File: config.mk
export PLATFORM = sky130hd
export DESIGN_NAME = serial_rx_fifo
export DESIGN_NICKNAME = d
export VERILOG_FILES = /design/src/rtl/srx_pkg.sv /design/src/rtl/srx_sync.sv /design/src/rtl/srx_framer.sv /design/src/rtl/srx_fifo.sv /design/src/rtl/serial_rx_fifo.sv
export SDC_FILE = /design/constraint.sdc
export NUM_CORES = 1
export LEC_CHECK = 0
export CORE_MARGIN = 3
export CORE_UTILIZATION = 60
export DETAILED_ROUTE_END_ITERATION = 8
export GPL_TIMING_DRIVEN = 0
export PLACE_DENSITY = 0.78
export SLEW_MARGIN = 20
export SYNTH_ARGS = -nofsm -noshare
export SYNTH_HDL_FRONTEND = slang
export SYNTH_HIERARCHICAL = 1
export SYNTH_SLANG_ARGS = --single-unit
File: constraint.sdc
create_clock -name clk -period 3.1 [get_ports clk]
set_input_delay 0.31 -clock clk [delete_from_list [all_inputs] [get_ports clk]]
set_output_delay 0.31 -clock clk [all_outputs]
set_load 0.01 [all_outputs]
File: src/rtl/srx_pkg.sv
package srx_pkg;

  localparam int DW = 8;

  typedef struct packed {
    logic          perr;
    logic          ferr;
    logic [DW-1:0] data;
  } rx_entry_t;

  localparam int EW = $bits(rx_entry_t);

  typedef enum logic [2:0] {
    S_IDLE, S_START, S_DATA, S_PAR, S_STOP1, S_STOP2
  } rx_state_e;

  function automatic int trig_level(input logic [1:0] code, input int depth);
    int lvl;
    case (code)
      2'd0:    lvl = 1;
      2'd1:    lvl = 4;
      2'd2:    lvl = 8;
      default: lvl = 14;
    endcase
    return (lvl > depth) ? depth : lvl;
  endfunction

endpackage

File: src/rtl/srx_sync.sv
module srx_sync #(
  parameter int STAGES = 2
) (
  input  logic clk,
  input  logic rst_n,
  input  logic d_i,
  output logic q_o
);
  logic [STAGES-1:0] chain_q;
  logic [STAGES-1:0] chain_n;

  always_comb begin
    chain_n = {chain_q[STAGES-2:0], d_i};
  end

  always_ff @(posedge clk or negedge rst_n) begin
    if (!rst_n) chain_q <= '1;
    else        chain_q <= chain_n;
  end

  assign q_o = chain_q[STAGES-1];
endmodule

File: src/rtl/srx_framer.sv
module srx_framer
  import srx_pkg::*;
#(
  parameter int OVS = 16
) (
  input  logic          clk,
  input  logic          rst_n,
  input  logic          sample_en,
  input  logic          rx_s,
  input  logic          cfg_len8,
  input  logic          cfg_par_en,
  input  logic          cfg_par_odd,
  input  logic          cfg_stop2,
  output logic          done_o,
  output logic [DW-1:0] data_o,
  output logic          perr_o,
  output logic          ferr_o,
  output logic          brk_o,
  output logic          idle_o
);
  localparam int CNTW = $clog2(OVS);
  localparam logic [CNTW-1:0] LAST = CNTW'(OVS - 1);
  localparam logic [CNTW-1:0] HALF = CNTW'(OVS / 2 - 1);

  rx_state_e       st_q, st_n;
  logic [CNTW-1:0] cnt_q, cnt_n;
  logic [2:0]      idx_q, idx_n;
  logic [DW-1:0]   sh_q, sh_n;
  logic            par_q, par_n;
  logic            zero_q, zero_n;
  logic            perr_q, perr_n;
  logic            ferr_q, ferr_n;
  logic            brk_q, brk_n;
  logic            done_q, done_n;
  logic [2:0]      last_idx;

  assign last_idx = cfg_len8 ? 3'd7 : 3'd6;

  always_comb begin
    st_n   = st_q;
    cnt_n  = cnt_q;
    idx_n  = idx_q;
    sh_n   = sh_q;
    par_n  = par_q;
    zero_n = zero_q;
    perr_n = perr_q;
    ferr_n = ferr_q;
    brk_n  = brk_q;
    done_n = 1'b0;
    if (sample_en) begin
      unique case (st_q)
        S_IDLE: begin
          if (!rx_s) begin
            st_n  = S_START;
            cnt_n = '0;
          end
        end
        S_START: begin
          if (cnt_q == HALF) begin
            cnt_n = '0;
            if (rx_s) begin
              st_n = S_IDLE;
            end else begin
              st_n   = S_DATA;
              idx_n  = '0;
              sh_n   = '0;
              par_n  = 1'b0;
              zero_n = 1'b1;
              perr_n = 1'b0;
            end
          end else begin
            cnt_n = cnt_q + 1'b1;
          end
        end
        default: begin
          if (cnt_q == LAST) begin
            cnt_n = '0;
            unique case (st_q)
              S_DATA: begin
                sh_n   = {rx_s, sh_q[DW-1:1]};
                par_n  = par_q ^ rx_s;
                zero_n = zero_q & ~rx_s;
                idx_n  = idx_q + 1'b1;
                if (idx_q == last_idx) st_n = cfg_par_en ? S_PAR : S_STOP1;
              end
              S_PAR: begin
                perr_n = par_q ^ rx_s ^ cfg_par_odd;
                zero_n = zero_q & ~rx_s;
                st_n   = S_STOP1;
              end
              S_STOP1: begin
                done_n = 1'b1;
                ferr_n = ~rx_s;
                brk_n  = zero_q & ~rx_s;
                st_n   = cfg_stop2 ? S_STOP2 : S_IDLE;
              end
              default: st_n = S_IDLE;
            endcase
          end else begin
            cnt_n = cnt_q + 1'b1;
          end
        end
      endcase
    end
  end

  always_ff @(posedge clk or negedge rst_n) begin
    if (!rst_n) begin
      st_q   <= S_IDLE;
      cnt_q  <= '0;
      idx_q  <= '0;
      sh_q   <= '0;
      par_q  <= 1'b0;
      zero_q <= 1'b0;
      perr_q <= 1'b0;
      ferr_q <= 1'b0;
      brk_q  <= 1'b0;
      done_q <= 1'b0;
    end else begin
      st_q   <= st_n;
      cnt_q  <= cnt_n;
      idx_q  <= idx_n;
      sh_q   <= sh_n;
      par_q  <= par_n;
      zero_q <= zero_n;
      perr_q <= perr_n;
      ferr_q <= ferr_n;
      brk_q  <= brk_n;
      done_q <= done_n;
    end
  end

  assign done_o = done_q;
  assign data_o = cfg_len8 ? sh_q : {1'b0, sh_q[DW-1:1]};
  assign perr_o = perr_q;
  assign ferr_o = ferr_q;
  assign brk_o  = brk_q;
  assign idle_o = (st_q == S_IDLE);
endmodule

File: src/rtl/srx_fifo.sv
module srx_fifo #(
  parameter int DEPTH = 16,
  parameter int W     = 10
) (
  input  logic                       clk,
  input  logic                       rst_n,
  input  logic                       push,
  input  logic [W-1:0]               wdata,
  input  logic                       pop,
  output logic [W-1:0]               rdata,
  output logic [$clog2(DEPTH+1)-1:0] count
);
  localparam int AW = $clog2(DEPTH);
  localparam int CW = $clog2(DEPTH + 1);

  logic [W-1:0]  mem [DEPTH];
  logic [AW-1:0] wr_q, wr_n, rd_q, rd_n;
  logic [CW-1:0] cnt_q, cnt_n;
  logic          do_push, do_pop;

  assign do_push = push && (cnt_q != CW'(DEPTH));
  assign do_pop  = pop && (cnt_q != '0);

  always_comb begin
    wr_n  = wr_q;
    rd_n  = rd_q;
    cnt_n = cnt_q;
    if (do_push) wr_n = (wr_q == AW'(DEPTH - 1)) ? '0 : wr_q + 1'b1;
    if (do_pop)  rd_n = (rd_q == AW'(DEPTH - 1)) ? '0 : rd_q + 1'b1;
    case ({do_push, do_pop})
      2'b10:   cnt_n = cnt_q + 1'b1;
      2'b01:   cnt_n = cnt_q - 1'b1;
      default: cnt_n = cnt_q;
    endcase
  end

  always_ff @(posedge clk or negedge rst_n) begin
    if (!rst_n) begin
      wr_q  <= '0;
      rd_q  <= '0;
      cnt_q <= '0;
    end else begin
      wr_q  <= wr_n;
      rd_q  <= rd_n;
      cnt_q <= cnt_n;
    end
  end

  always_ff @(posedge clk) begin
    if (do_push) mem[wr_q] <= wdata;
  end

  assign rdata = mem[rd_q];
  assign count = cnt_q;
endmodule

File: src/rtl/serial_rx_fifo.sv
module serial_rx_fifo
  import srx_pkg::*;
#(
  parameter int DEPTH     = 16,
  parameter int OVS       = 16,
  parameter int IDLE_BITS = 2
) (
  input  logic                       clk,
  input  logic                       rst_n,
  input  logic                       sample_en,
  input  logic                       rxd_i,
  input  logic                       cfg_len8,
  input  logic                       cfg_par_en,
  input  logic                       cfg_par_odd,
  input  logic                       cfg_stop2,
  input  logic [1:0]                 cfg_trig,
  input  logic                       ie_rx,
  input  logic                       ie_err,
  input  logic                       rd_en,
  input  logic                       clr_err,
  input  logic                       clr_brk,
  input  logic                       clr_ovr,
  output logic [DW-1:0]              rd_data,
  output logic                       rd_perr,
  output logic                       rd_ferr,
  output logic [$clog2(DEPTH+1)-1:0] fifo_count,
  output logic                       st_ready,
  output logic                       st_full,
  output logic                       st_err,
  output logic                       st_brk,
  output logic                       st_ovr,
  output logic                       irq_rxfull,
  output logic                       irq_rxerr,
  output logic                       irq_brk
);
  localparam int CW         = $clog2(DEPTH + 1);
  localparam int IDLE_TICKS = OVS * IDLE_BITS;
  localparam int ICW        = $clog2(IDLE_TICKS + 1);

  logic          rx_s;
  logic          frm_done, frm_perr, frm_ferr, frm_brk, frm_idle;
  logic [DW-1:0] frm_data;
  rx_entry_t     wr_entry, rd_entry;
  logic          push;
  logic          q_full;
  logic [CW-1:0] count;
  logic          err_q, err_n, brk_q, brk_n, ovr_q, ovr_n;
  logic [ICW-1:0] idle_q, idle_n;
  logic          blocked;

  srx_sync #(.STAGES(2)) u_sync (
    .clk   (clk),
    .rst_n (rst_n),
    .d_i   (rxd_i),
    .q_o   (rx_s)
  );

  srx_framer #(.OVS(OVS)) u_framer (
    .clk         (clk),
    .rst_n       (rst_n),
    .sample_en   (sample_en),
    .rx_s        (rx_s),
    .cfg_len8    (cfg_len8),
    .cfg_par_en  (cfg_par_en),
    .cfg_par_odd (cfg_par_odd),
    .cfg_stop2   (cfg_stop2),
    .done_o      (frm_done),
    .data_o      (frm_data),
    .perr_o      (frm_perr),
    .ferr_o      (frm_ferr),
    .brk_o       (frm_brk),
    .idle_o      (frm_idle)
  );

  assign q_full   = (count == CW'(DEPTH));
  assign blocked  = brk_q | ovr_q;
  assign push     = frm_done & ~frm_brk & ~blocked & ~q_full;
  assign wr_entry = '{perr: frm_perr, ferr: frm_ferr, data: frm_data};

  srx_fifo #(.DEPTH(DEPTH), .W(EW)) u_fifo (
    .clk   (clk),
    .rst_n (rst_n),
    .push  (push),
    .wdata (wr_entry),
    .pop   (rd_en),
    .rdata (rd_entry),
    .count (count)
  );

  always_comb begin
    err_n  = err_q;
    brk_n  = brk_q;
    ovr_n  = ovr_q;
    idle_n = idle_q;
    if (clr_err) err_n = 1'b0;
    if (clr_brk) brk_n = 1'b0;
    if (clr_ovr) ovr_n = 1'b0;
    if (frm_done) begin
      if (frm_brk) brk_n = 1'b1;
      else begin
        if (frm_perr | frm_ferr) err_n = 1'b1;
        if (!blocked && q_full)  ovr_n = 1'b1;
      end
    end
    if (!frm_idle) idle_n = '0;
    else if (sample_en && idle_q != ICW'(IDLE_TICKS)) idle_n = idle_q + 1'b1;
  end

  always_ff @(posedge clk or negedge rst_n) begin
    if (!rst_n) begin
      err_q  <= 1'b0;
      brk_q  <= 1'b0;
      ovr_q  <= 1'b0;
      idle_q <= '0;
    end else begin
      err_q  <= err_n;
      brk_q  <= brk_n;
      ovr_q  <= ovr_n;
      idle_q <= idle_n;
    end
  end

  assign rd_data    = rd_entry.data;
  assign rd_perr    = rd_entry.perr;
  assign rd_ferr    = rd_entry.ferr;
  assign fifo_count = count;
  assign st_full    = (count >= CW'(trig_level(cfg_trig, DEPTH)));
  assign st_ready   = (count != '0) && (idle_q == ICW'(IDLE_TICKS));
  assign st_err     = err_q;
  assign st_brk     = brk_q;
  assign st_ovr     = ovr_q;
  assign irq_rxfull = ie_rx & (st_full | st_ready);
  assign irq_rxerr  = (ie_rx | ie_err) & err_q;
  assign irq_brk    = (ie_rx | ie_err) & (brk_q | ovr_q);
endmodule

==> results of run 1 <==
## worst max path at each step
stage	from	slack, ps	cells after the start	to
final	u_fifo/rd_q[1]	70	6	rd_data[3]
after global routing	u_fifo/rd_q[1]	-50	6	rd_data[2]
after CTS	u_fifo/rd_q[1]	-20	6	rd_data[2]
after detailed placement	u_fifo/count[1]	10	13	u_fifo/count[4]
after global placement	u_framer/brk_o	50	7	u_fifo/mem[0][1]
after floorplan	u_fifo/count[1]	270	13	u_fifo/count[4]
## power by group through the flow
stage / logic (W) / registers (W) / clock network (W)
after global placement: 0.00216 / 0.00338 / 0
after global routing: 0.00259 / 0.00337 / 0.00261
after floorplan: 0.00142 / 0.00336 / 0
final: 0.00240 / 0.00335 / 0.00246
after CTS: 0.00231 / 0.00334 / 0.00248
after detailed placement: 0.00224 / 0.00340 / 0
## routing by layer
metal  vias to the layer above  wire [um]  share of wire  global-route usage
met4                         0        241          0.013              0.0624
met1                      2819       8000           0.42               0.318
li1                       2477          -              -                   -
met3                        19       1040          0.055              0.0399
met2                       182       9660           0.51               0.402
met5                         -          0              0                   0
## flip-flops by register name (all words and copies together), names as in the netlist, 2 cells and up
register        cells
u_fifo/wr_q         4
u_framer/st_q       3
idle_q              6
u_framer/idx_q      3
u_fifo/count        5
u_framer/sh_q       8
u_fifo/rd_q         4
u_framer/cnt_q      4
u_fifo/mem        160
u_sync/chain_q      2
## kinds of logic after synthesis
| family | count (synthesis) |
|---|---|
| buffers and inverters | 53 |
| adder cells (fa/ha/maj) | 16 |
| AO/OA/AOI/OAI | 108 |
| XOR/XNOR | 15 |
| AND/OR/NAND/NOR | 142 |
| multiplexers | 71 |
| flip-flops | 208 |
## stage by stage
step	instance area [sq um]	hold slack [ps]	total power [W]	setup slack, ps	utilization
floorplan	9020	14.4	0.00478	268	-
global placement	9620	348	0.00555	46.3	0.657
detailed placement	9690	269	0.00564	9.61	0.661
CTS	10400	221	0.00813	-15.2	0.711
global route	10500	228	0.00856	-48.7	0.718
finish	10500	226	0.00821	70.8	0.718
## placed cells by master, fill, tap and decap left out, types with 15 or more instances in the layout
cell type	n
a221oi_2	15
o21ai_0	31
mux2i_1	43
clkbuf_16	21
edfxtp_1	160
nor2_1	21
inv_1	21
mux4_2	20
nand2_1	58
ha_1	15
clkdlybuf4s50_1	36
dfrtp_1	46
## repair_timing
action,4_1_cts,5_1_grt
gates resized for setup,10,25
hold buffers,1,0
setup endpoints to repair,8,12
hold endpoints to repair,16,0
gates cloned,0,0
## area by class of cell
cell class	count	area (sq um)	area share
Timing Repair Buffer	43	425	0.0405
Buffer	30	191	0.0182
Clock buffer	27	558	0.0531
Sequential cell	208	6010	0.572
Clock inverter	11	109	0.0104
Inverter	22	86.3	0.00821
Tap cell	184	230	0.0219
Multi-Input combinational cell	352	2900	0.276
==> results.cfg, run 1 <==
[synthesis]
synth_mux_area_frac = 0.108
yosys.cell_count.top_type = edfxtp_1
synth.distinct_cells = 61
synth_top_area_share = 0.533
synthTopCellsByCount = edfxtp_1, nand2_1, dfrtp_1
synth_simple_gate_area_frac = 0.0782
synth-xor-area-share = 0.0146
synth_seq_cells = 208
netlist_area_sq_mm = 0.00902
synth_compound_area_frac = 0.0831
ys_seq_area_frac = 0.666
netlist_instances = 613
synth.net_count = 645
ys_top_cells_by_area = edfxtp_1, dfrtp_1, mux4_2
synth_edf_count = 160
synthArstFlopShare = 0.231
ys.flop_type = edfxtp_1
yosysTopAreaCell = edfxtp_1
syn_area_per_cell_sq_um = 14.7
yosysWarnings = 6
synth_top_family_by_area = multiplexers
synthAdderAreaFrac = 0.0222

[worst_setup_path]
critical_path.cell_chain = and2_1 -> clkbuf_2 -> a221oi_2 -> o21ai_0 -> nand2_1 -> clkdlybuf4s50_1
timing.rr.start = u_fifo/count[2]
critPathArrivalTime_ps = 2720
setup.worst_path.end_class = primary output
path_delay_family = buffers and inverters
r2r_end = u_fifo/count[4]
slowest_delay_ps = 550
r2r_setup_slack_ps = 180
cp-start-kind = flip-flop
crit_type = flip-flop to primary output
ff2ff_path_depth = 11
critPathRequiredTime_ps = 2790
path_max_fanout = 10
worst-path-buf-inv = 2
slowest_stage = clkdlybuf4s50_1

[run_status]
run_status = finished clean

[floorplanning]
pin_count = 39
fp.coreArea_sq_mm = 0.0146
start_util = 0.616
die_area_sq_mm = 0.0165
dieWidth_um = 129
num_rows = 44
die_height_um = 129

[detailed_routing]
wl_per_cell_um = 21.6
drc = 0
dr.pass1.iters = 5
viasPerCell = 6.27
via_count = 5497
drtIter0Drc = 509
postRouteAntennaNets = 0
drt-total-wl_mm = 18.9

[timing]
finalSetupViolCount = 0
finalCriticalPeriod_ps = 3030
rsz0062_at_grt = true
hold_viol = 0
tightest_slew_ps = 1120
max-slew-margin-rel = 0.252
clock_skew_ps = 17.0
tns_ps = 0
final_max_slew_viol_count = 0
fin_crit_sh = 0.977
clock.fmax_mhz = 330

[hold_path]
hold_depth = 1
min_to = u_sync/chain_q[0]
hp-start = rxd_i
hold_path.class = primary input to flip-flop

[cells_and_area]
drive_gt1_frac = 0.180
stdcell_count = 877
n_fill_cell = 906
final_nets = 710
n_antenna_cell = 0
synthToLayoutAreaGrowth_pct = 16.5

[power]
powerDensity_mw_per_mm2 = 781
pwr-share-clk = 0.299
combPwrFrac = 0.292
switchingPower_w = 0.00253
peakVddDrop_v = 0.000499
pwr-share-seq = 0.408
internal_power_w = 0.00568
power.leakage_nw = 3.98
sw_frac_of_total = 0.308

[global_route]
overflow = 0
antenna_found_initial = 0
grt_usage = 0.235
grt_pass1_wl_mm = 30.3
grt_pass1_vias = 5661
grt_max_degree = 33

[job]
cap_viol_max_count = 0

[clocking]
cts_buffers = 21
tritoncts = yes
ctsHtreeMaxLevel = 1
cts_sinks = 208
clkTransAtPathRegs_ps = 60
cts_setup_buffers = 0
insertion_delay_ps = 500
cts_root_buffer = clkbuf_16
clockBufferDepth = 3

[placed_design]
gp_congestion = 0.840
dpl.hpwl_mm = 12.3
port_buffers = 37
dp.cells = 839
No activity file was read; power rests on OpenSTA's default activity.
==> run 2, diff against run 1 <==
--- a/config.mk
+++ b/config.mk
@@ -8,7 +8,6 @@
 export CORE_MARGIN = 3
 export CORE_UTILIZATION = 60
 export DETAILED_ROUTE_END_ITERATION = 8
-export GPL_TIMING_DRIVEN = 0
 export PLACE_DENSITY = 0.78
 export SLEW_MARGIN = 20
 export SYNTH_ARGS = -nofsm -noshare
==> results.cfg, run 2 (same netlist as run 1, synthesis figures left out) <==
[clocking]
ctsHtreeMaxLevel = 1
tritoncts = yes
clkTransAtPathRegs_ps = 60
cts_sinks = 208
cts_buffers = 22
cts_root_buffer = clkbuf_16
clockBufferDepth = 3
insertion_delay_ps = 490

[timing]
fin_hold_ws_ps = 229
finalWorstSetupSlack_ps = 75.7
clock_skew_ps = 11.4
hold_viol = 0
final_max_slew_viol_count = 0
clock.fmax_mhz = 331
fin_crit_sh = 0.976
finalCriticalPeriod_ps = 3020
max-slew-margin-rel = 0.480
tightest_slew_ps = 780
finalSetupViolCount = 0

[cells_and_area]
largest-register = u_fifo/mem
drive_gt1_frac = 0.161
synthToLayoutAreaGrowth_pct = 16.7
stdcell_count = 878
layout_commonest_cell = edfxtp_1
final_nets = 710
n_antenna_cell = 0
final_cell_mix = edfxtp_1, nand2_1, dfrtp_1
top_regs = u_fifo/mem (160), u_framer/sh_q (8), idle_q (6)
largest_register_ffs = 160

[floorplanning]
dieWidth_um = 129
die_area_sq_mm = 0.0165
pin_count = 39
die_height_um = 129
fp.coreArea_sq_mm = 0.0146
num_rows = 44
start_util = 0.616

[placed_design]
dp_slack_ps = 355
dpl.hpwl_mm = 12.1
dp.cells = 834
gp_congestion = 0.834
port_buffers = 38

[global_route]
grt_pass1_wl_mm = 29.5
grt_max_degree = 35
antenna_found_initial = 0
grt_pass1_vias = 5401
overflow = 0
grt_usage = 0.227

[hold_path]
hold_depth = 1
hold_path.class = primary input to flip-flop

[detailed_routing]
drt-total-wl_mm = 18.3
drc = 0
wl_per_cell_um = 20.9
dr.pass1.iters = 5
via_count = 5457
viasPerCell = 6.22
drtIter0Drc = 521
postRouteAntennaNets = 0

[worst_setup_path]
crit_type = flip-flop to primary output
path_max_fanout = 20
ff2ff_path_depth = 10
setup.worst_path.end_class = primary output
critPathRequiredTime_ps = 2790
r2r_setup_slack_ps = 300
critPathArrivalTime_ps = 2710
cp-start-kind = flip-flop

[power]
peakVddDrop_v = 0.000420
power.leakage_nw = 4.01
powerDensity_mw_per_mm2 = 783

[run_status]
run_status = finished clean

[job]
cap_viol_max_count = 0
-- run 2: cell count changes in the layout (fill, tap and decap cells not counted), moves of 3 or more --
cell / previous run / this run
buf_6: 6 / 0
buf_4: 8 / 32
nor3_1: 8 / 12
a221oi_2: 15 / 5
clkinv_2: 5 / 2
a221oi_1: 4 / 15
buf_2: 6 / 1
clkinv_1: 2 / 7
clkbuf_1: 11 / 3
nor2_2: 4 / 0
clkbuf_2: 7 / 0
nor2_1: 21 / 25
nor3_2: 5 / 1
-- run 2: per-layer routing --
layer	GRT usage	share of wire
met5	0	0
met4	0.0463	0.017
met3	0.0340	0.072
met2	0.366	0.49
met1	0.337	0.42
-- run 2: layout make-up --
type | instances | area [sq um]
clock buffer | 28 | 614
clock inverter | 12 | 139
fill | 893 | 4120
inverter | 22 | 82.6
multi-input combinational | 352 | 2800
sequential | 208 | 6010
tap | 184 | 230
timing repair buffer | 72 | 653
-- run 2: worst paths after layout --
path / from / to
min in group asynchronous: rst_n / u_framer/sh_q[0]
max in group asynchronous: rst_n / u_sync/chain_q[1]
worst max register to register: u_fifo/count[3] / u_fifo/count[2]
worst min-delay path: rxd_i / u_sync/chain_q[0]
worst min register to register: u_sync/chain_q[0] / u_sync/chain_q[1]
worst max-delay path: u_fifo/rd_q[2] / rd_data[5]
-- run 2: worst max-delay path: stages (launching register included) --
cell,delay [ps]
dfrtp_1,380
buf_4,190
and2_2,340
a221oi_1,490
a22oi_1,150
nand2_1,130
clkdlybuf4s50_1,540
-- run 2: what timing repair did --
action / CTS / global route
hold buffers: 1 / 0
cloned: 0 / 0
hold endpoints to repair: 33 / 0
buffers inserted: 0 / 3
endpoints found under the setup margin: 9 / 10
resized for setup: 1 / 8
-- run 2: power by group --
group	total, W	internal, W	leakage [nW]	switching (W)
clock network	0.00266	0.00165	0.368	0.00101
logic	0.00220	0.00106	1.39	0.00114
registers	0.00338	0.00315	2.25	0.000231
-- run 2: metrics by stage --
step | TNS [ps] | power [W] | area [sq um] | util
global route | -6.53 | 0.00860 | 10500 | 0.719
floorplan | 0 | 0.00478 | 9020 | -
finish | 0 | 0.00824 | 10500 | 0.719
global placement | 0 | 0.00543 | 9700 | 0.662
CTS | 0 | 0.00819 | 10500 | 0.714
detailed placement | 0 | 0.00552 | 9700 | 0.662
==> run 3, diff against run 2 <==
--- a/config.mk
+++ b/config.mk
@@ -5,10 +5,12 @@
 export SDC_FILE = /design/constraint.sdc
 export NUM_CORES = 1
 export LEC_CHECK = 0
+export CORE_ASPECT_RATIO = 0.9
 export CORE_MARGIN = 3
 export CORE_UTILIZATION = 60
 export DETAILED_ROUTE_END_ITERATION = 8
 export PLACE_DENSITY = 0.78
+export REMOVE_ABC_BUFFERS = 1
 export SLEW_MARGIN = 20
 export SYNTH_ARGS = -nofsm -noshare
 export SYNTH_HDL_FRONTEND = slang
==> results.cfg, run 3 (same netlist as run 1, synthesis figures left out) <==
[clocking]
clkTransAtPathRegs_ps = 60
tritoncts = yes
clockBufferDepth = 3
cts_root_buffer = clkbuf_16
cts_buffers = 21
insertion_delay_ps = 500
cts_sinks = 208
ctsHtreeMaxLevel = 1

[worst_setup_path]
slowest_stage = clkdlybuf4s50_1
critPathRequiredTime_ps = 2790
critical_path.cell_chain = and2_2 -> a221oi_1 -> o21ai_0 -> nand2_1 -> clkdlybuf4s50_1
critPathArrivalTime_ps = 2670
crit_type = flip-flop to primary output
path_max_fanout = 20
cp-start-kind = flip-flop
path_delay_family = compound AO/OA/AOI/OAI gates
setup.worst_path.end_class = primary output
slowest_delay_ps = 540
worst-path-buf-inv = 1

[timing]
finalCriticalPeriod_ps = 2980
clock_skew_ps = 20.8
finalSetupViolCount = 0
tightest_slew_ps = 865
rsz0062_at_grt = false
tns_ps = 0
fin_crit_sh = 0.962
clock.fmax_mhz = 335
hold_viol = 0
final_max_slew_viol_count = 0
max-slew-margin-rel = 0.424

[cells_and_area]
stdcell_count = 881
largest-register = u_fifo/mem
synthToLayoutAreaGrowth_pct = 14.8
n_fill_cell = 898
final_nets = 705
final_cell_mix = edfxtp_1, nand2_1, dfrtp_1
n_antenna_cell = 0
largest_register_ffs = 160
fin_util = 0.721
drive_gt1_frac = 0.147
top_regs = u_fifo/mem (160), u_framer/sh_q (8), idle_q (6)
layout_commonest_cell = edfxtp_1

[detailed_routing]
drt-total-wl_mm = 17.8
postRouteAntennaNets = 0
drc = 0
via_count = 5350
wl_per_cell_um = 20.3
drtIter0Drc = 456
dr.pass1.iters = 7
viasPerCell = 6.07

[power]
powerDensity_mw_per_mm2 = 756
peakVddDrop_v = 0.000379
power.leakage_nw = 3.92

[global_route]
grt_pass1_wl_mm = 28.7
grt_max_degree = 40
grt_pass1_vias = 5209
grt_usage = 0.225
overflow = 0
antenna_found_initial = 0

[floorplanning]
pin_count = 39
start_util = 0.628
die_area_sq_mm = 0.0165
num_rows = 41
dieWidth_um = 135
fp.coreArea_sq_mm = 0.0144
die_height_um = 122

[placed_design]
dpl.hpwl_mm = 11.5
gp_congestion = 0.799
port_buffers = 38
dp.cells = 838

[run_status]
run_status = finished clean

[hold_path]
hold_path.class = primary input to flip-flop

[job]
cap_viol_max_count = 0
## run 3: what timing repair did
action                                  4_1_cts  5_1_grt
setup buffers                                 1        3
hold endpoints to repair                     37        0
hold buffers                                  1        0
gates resized for setup                       1        3
endpoints found under the setup margin       10        9
## run 3: where the power goes
part	internal (W)	total, W	switching, W
combinational	0.00104	0.00214	0.00110
clock	0.00131	0.00228	0.000972
sequential	0.00315	0.00341	0.000257
total	0.00550	0.00782	0.00233
## run 3: final cells by class
| cell class | instances | area, sq um | share of cell area |
|---|---|---|---|
| clock buffer | 31 | 583 | 0.0563 |
| timing repair buffer | 68 | 623 | 0.0602 |
| multi-input combinational | 352 | 2770 | 0.268 |
| tap | 193 | 241 | 0.0233 |
| clock inverter | 7 | 38.8 | 0.00375 |
| sequential | 208 | 6010 | 0.581 |
| inverter | 22 | 82.6 | 0.00798 |
## run 3: path summary, 6_finish.rpt
kind                                         from                end  slack, ps  cells past startpoint
worst max register to register    u_fifo/count[1]    u_fifo/count[2]        260                     10
max in group asynchronous                   rst_n  u_sync/chain_q[1]       1880                      3
min in group asynchronous                   rst_n     u_fifo/wr_q[1]        470                      2
worst min register to register  u_sync/chain_q[0]  u_sync/chain_q[1]        360                      0
worst max-delay path               u_fifo/rd_q[2]            rd_ferr        120                      5
worst min-delay path                        rxd_i  u_sync/chain_q[0]        230                      1
## run 3: per-stage QoR
stage,area [sq um],worst slack [ps],total power (W),hold slack [ps]
floorplan,8850,-376,0.00472,14.4
CTS,10300,9.49,0.00783,213
global placement,9670,443,0.00543,348
finish,10400,117,0.00782,229
global route,10400,10.4,0.00819,218
detailed placement,9670,311,0.00551,349
## run 3: worst reg2reg max path, cell delays in order, from the launching register on
cell and delay (ps):
dfrtp_1 510, or4_4 590, o21ai_4 200, inv_1 120, ha_1 300, xor2_1 200
ha_1 240, a21oi_1 180, xor2_1 180, nor2_1 70, xor2_1 140
## run 3: per-layer routing
metal	track usage	part of all wire
met1	0.316	0.42
met2	0.367	0.50
met3	0.0361	0.055
met4	0.0737	0.024
met5	0	0
